**config.mk**
```make
export PLATFORM = sky130hd
export DESIGN_NAME = trio_core
export DESIGN_NICKNAME = d
export VERILOG_FILES = /design/src/rtl/trio_pkg.sv /design/src/rtl/trio_fetch.sv /design/src/rtl/trio_hazard.sv /design/src/rtl/trio_regfile.sv /design/src/rtl/trio_exec.sv /design/src/rtl/trio_core.sv
export SDC_FILE = /design/constraint.sdc
export NUM_CORES = 1
export LEC_CHECK = 0
export BUFFER_PORTS_ARGS = -buffer_cell sky130_fd_sc_hd__buf_2
export CAP_MARGIN = 20
export CELL_PAD_IN_SITES_DETAIL_PLACEMENT = 1
export CELL_PAD_IN_SITES_GLOBAL_PLACEMENT = 2
export CORE_MARGIN = 2
export CORE_UTILIZATION = 35
export DETAILED_ROUTE_END_ITERATION = 8
export PLACE_DENSITY_LB_ADDON = 0.05
export SYNTH_ARGS = -nofsm -noshare
export SYNTH_HDL_FRONTEND = slang
export SYNTH_SLANG_ARGS = --single-unit
```
**constraint.sdc**
```tcl
create_clock -name clk -period 5.5 [get_ports clk]
set_clock_uncertainty 0.2 [all_clocks]
set_input_delay 1.1 -clock clk [delete_from_list [all_inputs] [get_ports clk]]
set_output_delay 1.1 -clock clk [all_outputs]
set_load 0.03 [all_outputs]
```
**src/rtl/trio_pkg.sv**
```systemverilog
package trio_pkg;

  localparam int unsigned INSN_W    = 16;
  localparam int unsigned DATA_W    = 8;
  localparam int unsigned ADDR_W    = 8;
  localparam int unsigned REG_N     = 4;
  localparam int unsigned REG_IDX_W = $clog2(REG_N);
  localparam int unsigned RSVD_W    = INSN_W - 2 - 2 * REG_IDX_W - DATA_W;

  typedef enum logic [1:0] {
    OP_LDI  = 2'b00,
    OP_CPY  = 2'b01,
    OP_ADDI = 2'b10,
    OP_STM  = 2'b11
  } opcode_e;

  typedef struct packed {
    opcode_e              op;
    logic [REG_IDX_W-1:0] rd;
    logic [REG_IDX_W-1:0] rs;
    logic [RSVD_W-1:0]    rsvd;
    logic [DATA_W-1:0]    imm;
  } insn_t;

  localparam logic [INSN_W-1:0] HALT_WORD = '1;

  // fetch-to-execute slot
  typedef struct packed {
    logic  vld;
    insn_t insn;
  } fslot_t;

  // execute-to-store slot
  typedef struct packed {
    logic                 reg_we;
    logic                 mem_we;
    logic [REG_IDX_W-1:0] rd;
    logic [DATA_W-1:0]    addr;
    logic [DATA_W-1:0]    data;
  } wslot_t;

  localparam fslot_t FSLOT_NOP = '0;
  localparam wslot_t WSLOT_NOP = '0;

  function automatic logic reads_src(insn_t i);
    return i.op != OP_LDI;
  endfunction

endpackage

```
**src/rtl/trio_fetch.sv**
```systemverilog
module trio_fetch
  import trio_pkg::*;
(
  input  logic              clk,
  input  logic              rst_n,
  input  logic              stall,
  input  logic [INSN_W-1:0] imem_data,
  output logic [ADDR_W-1:0] pc,
  output fslot_t            fx,
  output logic              halted,
  output logic              fx_is_halt
);

  logic [ADDR_W-1:0] pc_d;
  fslot_t            fx_d;
  logic              halted_d;
  logic              fetch_en;

  assign fx_is_halt = fx.vld && (fx.insn == HALT_WORD);
  assign fetch_en   = !stall && !halted && !fx_is_halt;

  always_comb begin
    pc_d     = pc;
    fx_d     = fx;
    halted_d = halted;
    if (halted || fx_is_halt) begin
      fx_d     = FSLOT_NOP;
      halted_d = 1'b1;
    end else if (fetch_en) begin
      pc_d     = pc + ADDR_W'(1);
      fx_d.vld = 1'b1;
      fx_d.insn = insn_t'(imem_data);
    end
  end

  always_ff @(posedge clk or negedge rst_n) begin
    if (!rst_n) begin
      pc     <= '0;
      fx     <= FSLOT_NOP;
      halted <= 1'b0;
    end else begin
      pc     <= pc_d;
      fx     <= fx_d;
      halted <= halted_d;
    end
  end

endmodule

```
**src/rtl/trio_hazard.sv**
```systemverilog
module trio_hazard
  import trio_pkg::*;
(
  input  fslot_t fx,
  input  logic   fx_is_halt,
  input  wslot_t xs,
  output logic   stall
);

  logic consumer;

  assign consumer = fx.vld && !fx_is_halt && reads_src(fx.insn);
  assign stall    = consumer && xs.reg_we && (xs.rd == fx.insn.rs);

endmodule

```
**src/rtl/trio_regfile.sv**
```systemverilog
module trio_regfile
  import trio_pkg::*;
(
  input  logic                 clk,
  input  logic                 rst_n,
  input  logic                 we,
  input  logic [REG_IDX_W-1:0] waddr,
  input  logic [DATA_W-1:0]    wdata,
  input  logic [REG_IDX_W-1:0] raddr,
  output logic [DATA_W-1:0]    rdata
);

  logic [DATA_W-1:0] bank [REG_N];

  for (genvar g = 0; g < REG_N; g++) begin : g_reg
    logic              en;
    logic [DATA_W-1:0] q;
    assign en = we && (waddr == REG_IDX_W'(g));
    always_ff @(posedge clk or negedge rst_n) begin
      if (!rst_n)  q <= '0;
      else if (en) q <= wdata;
    end
    assign bank[g] = q;
  end

  // no write-through: a same-cycle write is seen on the next cycle
  assign rdata = bank[raddr];

endmodule

```
**src/rtl/trio_exec.sv**
```systemverilog
module trio_exec
  import trio_pkg::*;
(
  input  logic              clk,
  input  logic              rst_n,
  input  fslot_t            fx,
  input  logic              fx_is_halt,
  input  logic              stall,
  input  logic [DATA_W-1:0] src_val,
  output wslot_t            xs
);

  wslot_t xs_d;

  always_comb begin
    xs_d = WSLOT_NOP;
    if (fx.vld && !stall && !fx_is_halt) begin
      xs_d.rd   = fx.insn.rd;
      xs_d.addr = fx.insn.imm;
      unique case (fx.insn.op)
        OP_LDI: begin
          xs_d.reg_we = 1'b1;
          xs_d.data   = fx.insn.imm;
        end
        OP_CPY: begin
          xs_d.reg_we = 1'b1;
          xs_d.data   = src_val;
        end
        OP_ADDI: begin
          xs_d.reg_we = 1'b1;
          xs_d.data   = src_val + fx.insn.imm;
        end
        OP_STM: begin
          xs_d.mem_we = 1'b1;
          xs_d.data   = src_val;
        end
        default: xs_d = WSLOT_NOP;
      endcase
    end
  end

  always_ff @(posedge clk or negedge rst_n) begin
    if (!rst_n) xs <= WSLOT_NOP;
    else        xs <= xs_d;
  end

endmodule

```
**src/rtl/trio_core.sv**
```systemverilog
module trio_core
  import trio_pkg::*;
(
  input  logic              clk,
  input  logic              rst_n,
  output logic [ADDR_W-1:0] imem_addr,
  input  logic [INSN_W-1:0] imem_data,
  output logic              dmem_we,
  output logic [DATA_W-1:0] dmem_addr,
  output logic [DATA_W-1:0] dmem_wdata,
  output logic              halted
);

  fslot_t            fx;
  wslot_t            xs;
  logic              stall;
  logic              fx_is_halt;
  logic [DATA_W-1:0] src_val;

  trio_fetch u_fetch (
    .clk        (clk),
    .rst_n      (rst_n),
    .stall      (stall),
    .imem_data  (imem_data),
    .pc         (imem_addr),
    .fx         (fx),
    .halted     (halted),
    .fx_is_halt (fx_is_halt)
  );

  trio_hazard u_hazard (
    .fx         (fx),
    .fx_is_halt (fx_is_halt),
    .xs         (xs),
    .stall      (stall)
  );

  trio_regfile u_rf (
    .clk   (clk),
    .rst_n (rst_n),
    .we    (xs.reg_we),
    .waddr (xs.rd),
    .wdata (xs.data),
    .raddr (fx.insn.rs),
    .rdata (src_val)
  );

  trio_exec u_exec (
    .clk        (clk),
    .rst_n      (rst_n),
    .fx         (fx),
    .fx_is_halt (fx_is_halt),
    .stall      (stall),
    .src_val    (src_val),
    .xs         (xs)
  );

  assign dmem_we    = xs.mem_we;
  assign dmem_addr  = xs.addr;
  assign dmem_wdata = xs.data;

endmodule

```
==> results of run 1 <==
[layer usage]
metal / GRT usage / vias up / wire (um)
met5: 0 / - / 0
met1: 0.221 / 1208 / 4180
met4: 0.0522 / 0 / 123
li1: - / 1101 / -
met2: 0.253 / 34 / 3930
met3: 0.0350 / 11 / 272
[flip-flops by register name (all words and copies together) (netlist names)]
name and cells:
u_fetch.fx 17, u_fetch.pc 8, u_rf.g.q 32, u_fetch.halted 1, u_exec.xs 20
[path summary, 6_finish.rpt]
kind / from / end / depth (start not counted)
max: u_fetch.fx[10] / u_exec.xs[6] / 8
min: u_fetch.pc[7] / u_fetch.pc[7] / 1
max reg2reg: u_fetch.fx[10] / u_exec.xs[6] / 8
min reg2reg: u_fetch.pc[7] / u_fetch.pc[7] / 1
max in group asynchronous: rst_n / u_exec.xs[4] / 1
min in group asynchronous: rst_n / u_fetch.fx[2] / 1
[synthesized netlist by cell type (4+ instances only)]
library cell	n	area [um2]
nor2_1	10	37.5
nand4_1	6	37.5
a21oi_1	10	50.1
dfrtp_1	78	1950
mux2_2	32	360
a22o_2	7	70.1
buf_4	18	135
mux2i_1	4	40.0
inv_1	5	18.8
nor2b_1	6	37.5
clkbuf_1	5	18.8
a211oi_1	4	30.0
nor3_1	5	25.0
xor2_1	8	70.1
nand2_1	8	30.0
mux4_1	8	210
nand3_1	6	30.0
ha_1	8	100
xnor2_1	4	35.0
and2_1	11	68.8
a22o_1	9	78.8
[cell families (layout without fill, tap and decap cells)]
family | Yosys count | count (layout) | synth area share
DFF | 78 | 78 | 0.514
xor gates and xnor gates | 12 | 12 | 0.0277
and+or+nand+nor | 72 | 72 | 0.120
adders and majority gates | 9 | 9 | 0.0316
buffers and inverters | 34 | 64 | 0.0609
muxes | 45 | 45 | 0.165
AOI/OAI and AO/OA | 41 | 41 | 0.0817
[metrics by stage]
stage	utilization	instance area, um2
2_1_floorplan	-	3800
3_3_place_gp	0.372	3980
3_5_place_dp	0.372	3980
4_1_cts	0.392	4200
5_1_grt	0.392	4200
6_report	0.392	4200
[layout make-up]
cell class / count / share of cell area
Sequential cell: 78 / 0.465
Multi-Input combinational cell: 179 / 0.385
Timing Repair Buffer: 43 / 0.0519
Tap cell: 140 / 0.0418
Clock buffer: 12 / 0.0346
Clock inverter: 4 / 0.0167
Inverter: 5 / 0.00447
==> impl_results.md, run 1 <==
* Status: complete, no violations
* Initial antenna violation count at 0
* Max-cap violations at 0
* Port Buf Inserts at 43
* # IOs at 44
* Ratio of cells with drive above 1 in the final layout at 0.333
* RSZ-0062 raised after global routing: false
* R2r setup slk at 2.13 ns
* Worst Path Arrival at 3.41 ns
* Total clock buffers created by CTS at 9
* Post-CTS Resized at 0
* Yosys cell types at 50
* GP Congestion at 0.767
* DR WL/cell at 18.5 um
* Final min period at 3.37 ns
* Final net count at 343
* Max Clock Freq at 297 MHz
* Drt first pass iters at 4
* Root Driver: clkbuf_8
* Clock Latency Late Sink at 0.35 ns
* Min Hold Slack at 0.266 ns
* Post CTS Setup Buffer Count at 0
* Setup TNS Final at 0 ns
* Clock Sinks at 78
* Overall Global Routing Usage at 0.161
* CTS tree: built
* Fin worst setup slack at 2.13 ns
* H-Tree Depth at 3
* Post-synth EDFFs at 0
* Most frequent cells in the layout: dfrtp_1 (78), buf_2 (42), mux2_2 (32), and2_1 (11)
* Die width at 108 um
* Hold crit path type: flip-flop to flip-flop
* Startpoint types: flip-flop
* Seq/Total Area, Yosys at 0.514
* Vias at 2354
* Most common cell after layout, fill and taps aside: dfrtp_1
* Setup violators final at 0
* Die area at 11700 um2
* Largest stage delay on the critical path at 0.72 ns
* WP buf/inv at 0
* CP max-delay cell: dfrtp_1
* Starting density of the core at 0.355
* Async SR Flop Fraction at 1.00
* Final Max Slew Viols at 0
* Cells along the critical path: mux4_1, ha_1, fa_1, a21o_1, a21o_1, a21oi_1, mux2i_1, o311a_1
* Largest net degree at the start of global routing at 79
* Area Overhead vs Synth at 10.4%
* Core Box Area at 10700 um2
* Clk slew on worst S/H paths at 0.08 ns
* Ant diodes at 0
* Hold-fix buffers at CTS at 0
* Post-route insts no fill at 461
* Row cnt at 38
* Mapped Nets at 318
* Worst-path maximum fanout at 11
* Die height at 108 um
* Yosys reg bits at 78
* Crit path max-delay family: compound AO/OA/AOI/OAI gates
* Critical Path RT at 5.53 ns
* # fillers at 1168
* Area of the multi-input gates at 1620 um2
* ANT nets after route at 0
* Predominant post-synthesis flop cell: dfrtp_1
* Total Wirelength at 8510 um
* YS warnings at 0
* Worst-Margin Slew at 0.999 ns
* Vias/cell at 5.11
* Normalized max-slew margin at 0.334
* Sequential cell area at 1950 um2
* Clock Tree Buf Depth at 2
* Most frequent CP cell: a21o_1
* # DRC at 0
* Final period utilization at 0.613
* Syn avg cell area at 13.1 um2
* Final hold viol count at 0
* Pre-CTS worst setup slack at 2.17 ns
* Mapped Area at 3800 um2
* Critical path type: flip-flop to flip-flop
* Gate Count Post-Synth at 291
* Endpoint type of the worst setup path: flip-flop
* DP Wirelength at 5740 um
* Initial detailed-routing violation count at 83
* GRT overflow at 0
* Vias in the first global route at 2484
* First-pass GRT wire length at 13900 um
* Post-Place Cells at 445
Power of run 1 is not shown: default switching activity piles up to over one toggle a cycle in this logic, so the estimate is an artifact.
==> run 2, diff against run 1 <==
Clock period 5.5 ns to 3.2 ns, I/O delays scaled along.
==> run 2 against run 1 <==
Via count increased by 3.1%. Final cell count grew 2.0%. Die area did not move. Routed wire length increased by 0.54%. Sequential cell count stayed put. Sequential share of layout area shrank 0.23 points. Hold slack got worse by 0.22 ns. Design area is 0.51% higher. Critical path type unchanged. Critical endpoint unchanged. Largest cell class unchanged. Highest routed layer unchanged.
==> impl_results.md, run 2 (synthesis gave the netlist of run 1 again) <==
* GRT overflow at 0
* Initial detailed-routing violation count at 58
* Final core occ at 0.394
* First-pass GRT wire length at 14000 um
* Total Wirelength at 8550 um
* Max-cap violations at 0
* Drt first pass iters at 4
* Post-CTS Resized at 0
* Final net count at 353
* Largest net degree at the start of global routing at 79
* Clock Latency Late Sink at 0.35 ns
* Normalized max-slew margin at 0.586
* ANT nets after route at 0
* Worst-Margin Slew at 0.620 ns
* Port Buf Inserts at 43
* Most common cell after layout, fill and taps aside: dfrtp_1
* Post-route insts no fill at 470
* Critical path type: flip-flop to flip-flop
* Hold crit path type: input port to async pin
* Row cnt at 38
* Initial antenna violation count at 0
* # IOs at 44
* DR WL/cell at 18.2 um
* Area Overhead vs Synth at 11.0%
* Clock Tree Buf Depth at 2
* Final period utilization at 0.924
* Setup violators final at 0
* Top flop regs: u_rf.g.q x32, u_exec.xs x20, u_fetch.fx x17
* Startpoint types: flip-flop
* Starting density of the core at 0.355
* # DRC at 0
* GP Congestion at 0.707
* Critical Path RT at 3.24 ns
* Hold-fix buffers at CTS at 0
* Clk slew on worst S/H paths at 0.08 ns
* Worst r2r src: u_fetch.fx[10]
* CP Launch Point: u_fetch.fx[10]
* DP Wirelength at 5840 um
* Total clock buffers created by CTS at 9
* H-Tree Depth at 3
* Die area at 11700 um2
* Most frequent cells in the layout: dfrtp_1 (78), buf_2 (42), mux2_2 (32), and2_1 (11)
* Post CTS Setup Buffer Count at 0
* Endpoint type of the worst setup path: flip-flop
* Worst-path maximum fanout at 4
* Ant diodes at 0
* Overall Global Routing Usage at 0.161
* Worst Path Arrival at 2.99 ns
* Vias/cell at 5.16
* Root Driver: clkbuf_8
* Vias at 2426
* Max Clock Freq at 338 MHz
* Status: complete, no violations
* Most flop-heavy register: u_rf.g.q
* Vias in the first global route at 2593
* Clock Sinks at 78
* Ratio of cells with drive above 1 in the final layout at 0.345
* Post-Place Cells at 454
* Setup TNS Final at 0 ns
* Core Box Area at 10700 um2
* CTS tree: built
* Die height at 108 um
* Number of flip-flops in the largest register at 32
* RSZ-0062 raised after global routing: false
* Final Max Slew Viols at 0
* Die width at 108 um
* Final min period at 2.96 ns
* Final hold viol count at 0
run 2: final cells by class:
type	count	area, um2
clock buffers	13	139
clock inverters	2	10.0
fillers	1153	6480
inverters	5	18.8
multi-input cells	179	1620
flip-flops and latches	78	1950
well taps	140	175
repair buffers	53	305
run 2: per-stage QoR:
stage | cell area [um2] | worst slack, ns | hold WS, ns
global placement | 4050 | 0.279 | 0.256
detailed placement | 4050 | 0.262 | 0.257
finish | 4220 | 0.243 | 0.0461
CTS | 4200 | 0.236 | 0.273
global route | 4220 | 0.174 | 0.0844
floorplan | 3800 | 0.287 | 0.144
run 2: final timing paths:
| path | end | slack, ns | cells after the start |
|---|---|---|---|
| min in group clk | u_fetch.pc[7] | 0.26 | 1 |
| worst min-delay path | u_exec.xs[10] | 0.05 | 1 |
| max in group asynchronous | u_rf.g_reg[2].q[1] | 2.15 | 2 |
| worst max register to register | u_exec.xs[6] | 0.24 | 8 |
| worst min register to register | u_fetch.pc[7] | 0.26 | 1 |
| worst max-delay path | u_exec.xs[6] | 0.24 | 8 |
run 2: worst max-delay path, cell delays in order, from the launching register on:
cell     delay, ns
dfrtp_1       0.41
mux4_1        0.59
ha_1          0.23
fa_1          0.41
a21o_1        0.18
a21o_1        0.20
a21oi_1       0.18
mux2i_1       0.10
o311a_1       0.33
run 2: per-layer routing:
layer  global-route usage  wire length, um  up-vias
met5                    0                0        -
met4               0.0714              213        0
met3               0.0301              274       15
met2                0.266             4220       39
met1                0.206             3840     1254
li1                     -                -     1118
Power of run 2 is left out for the same reason.
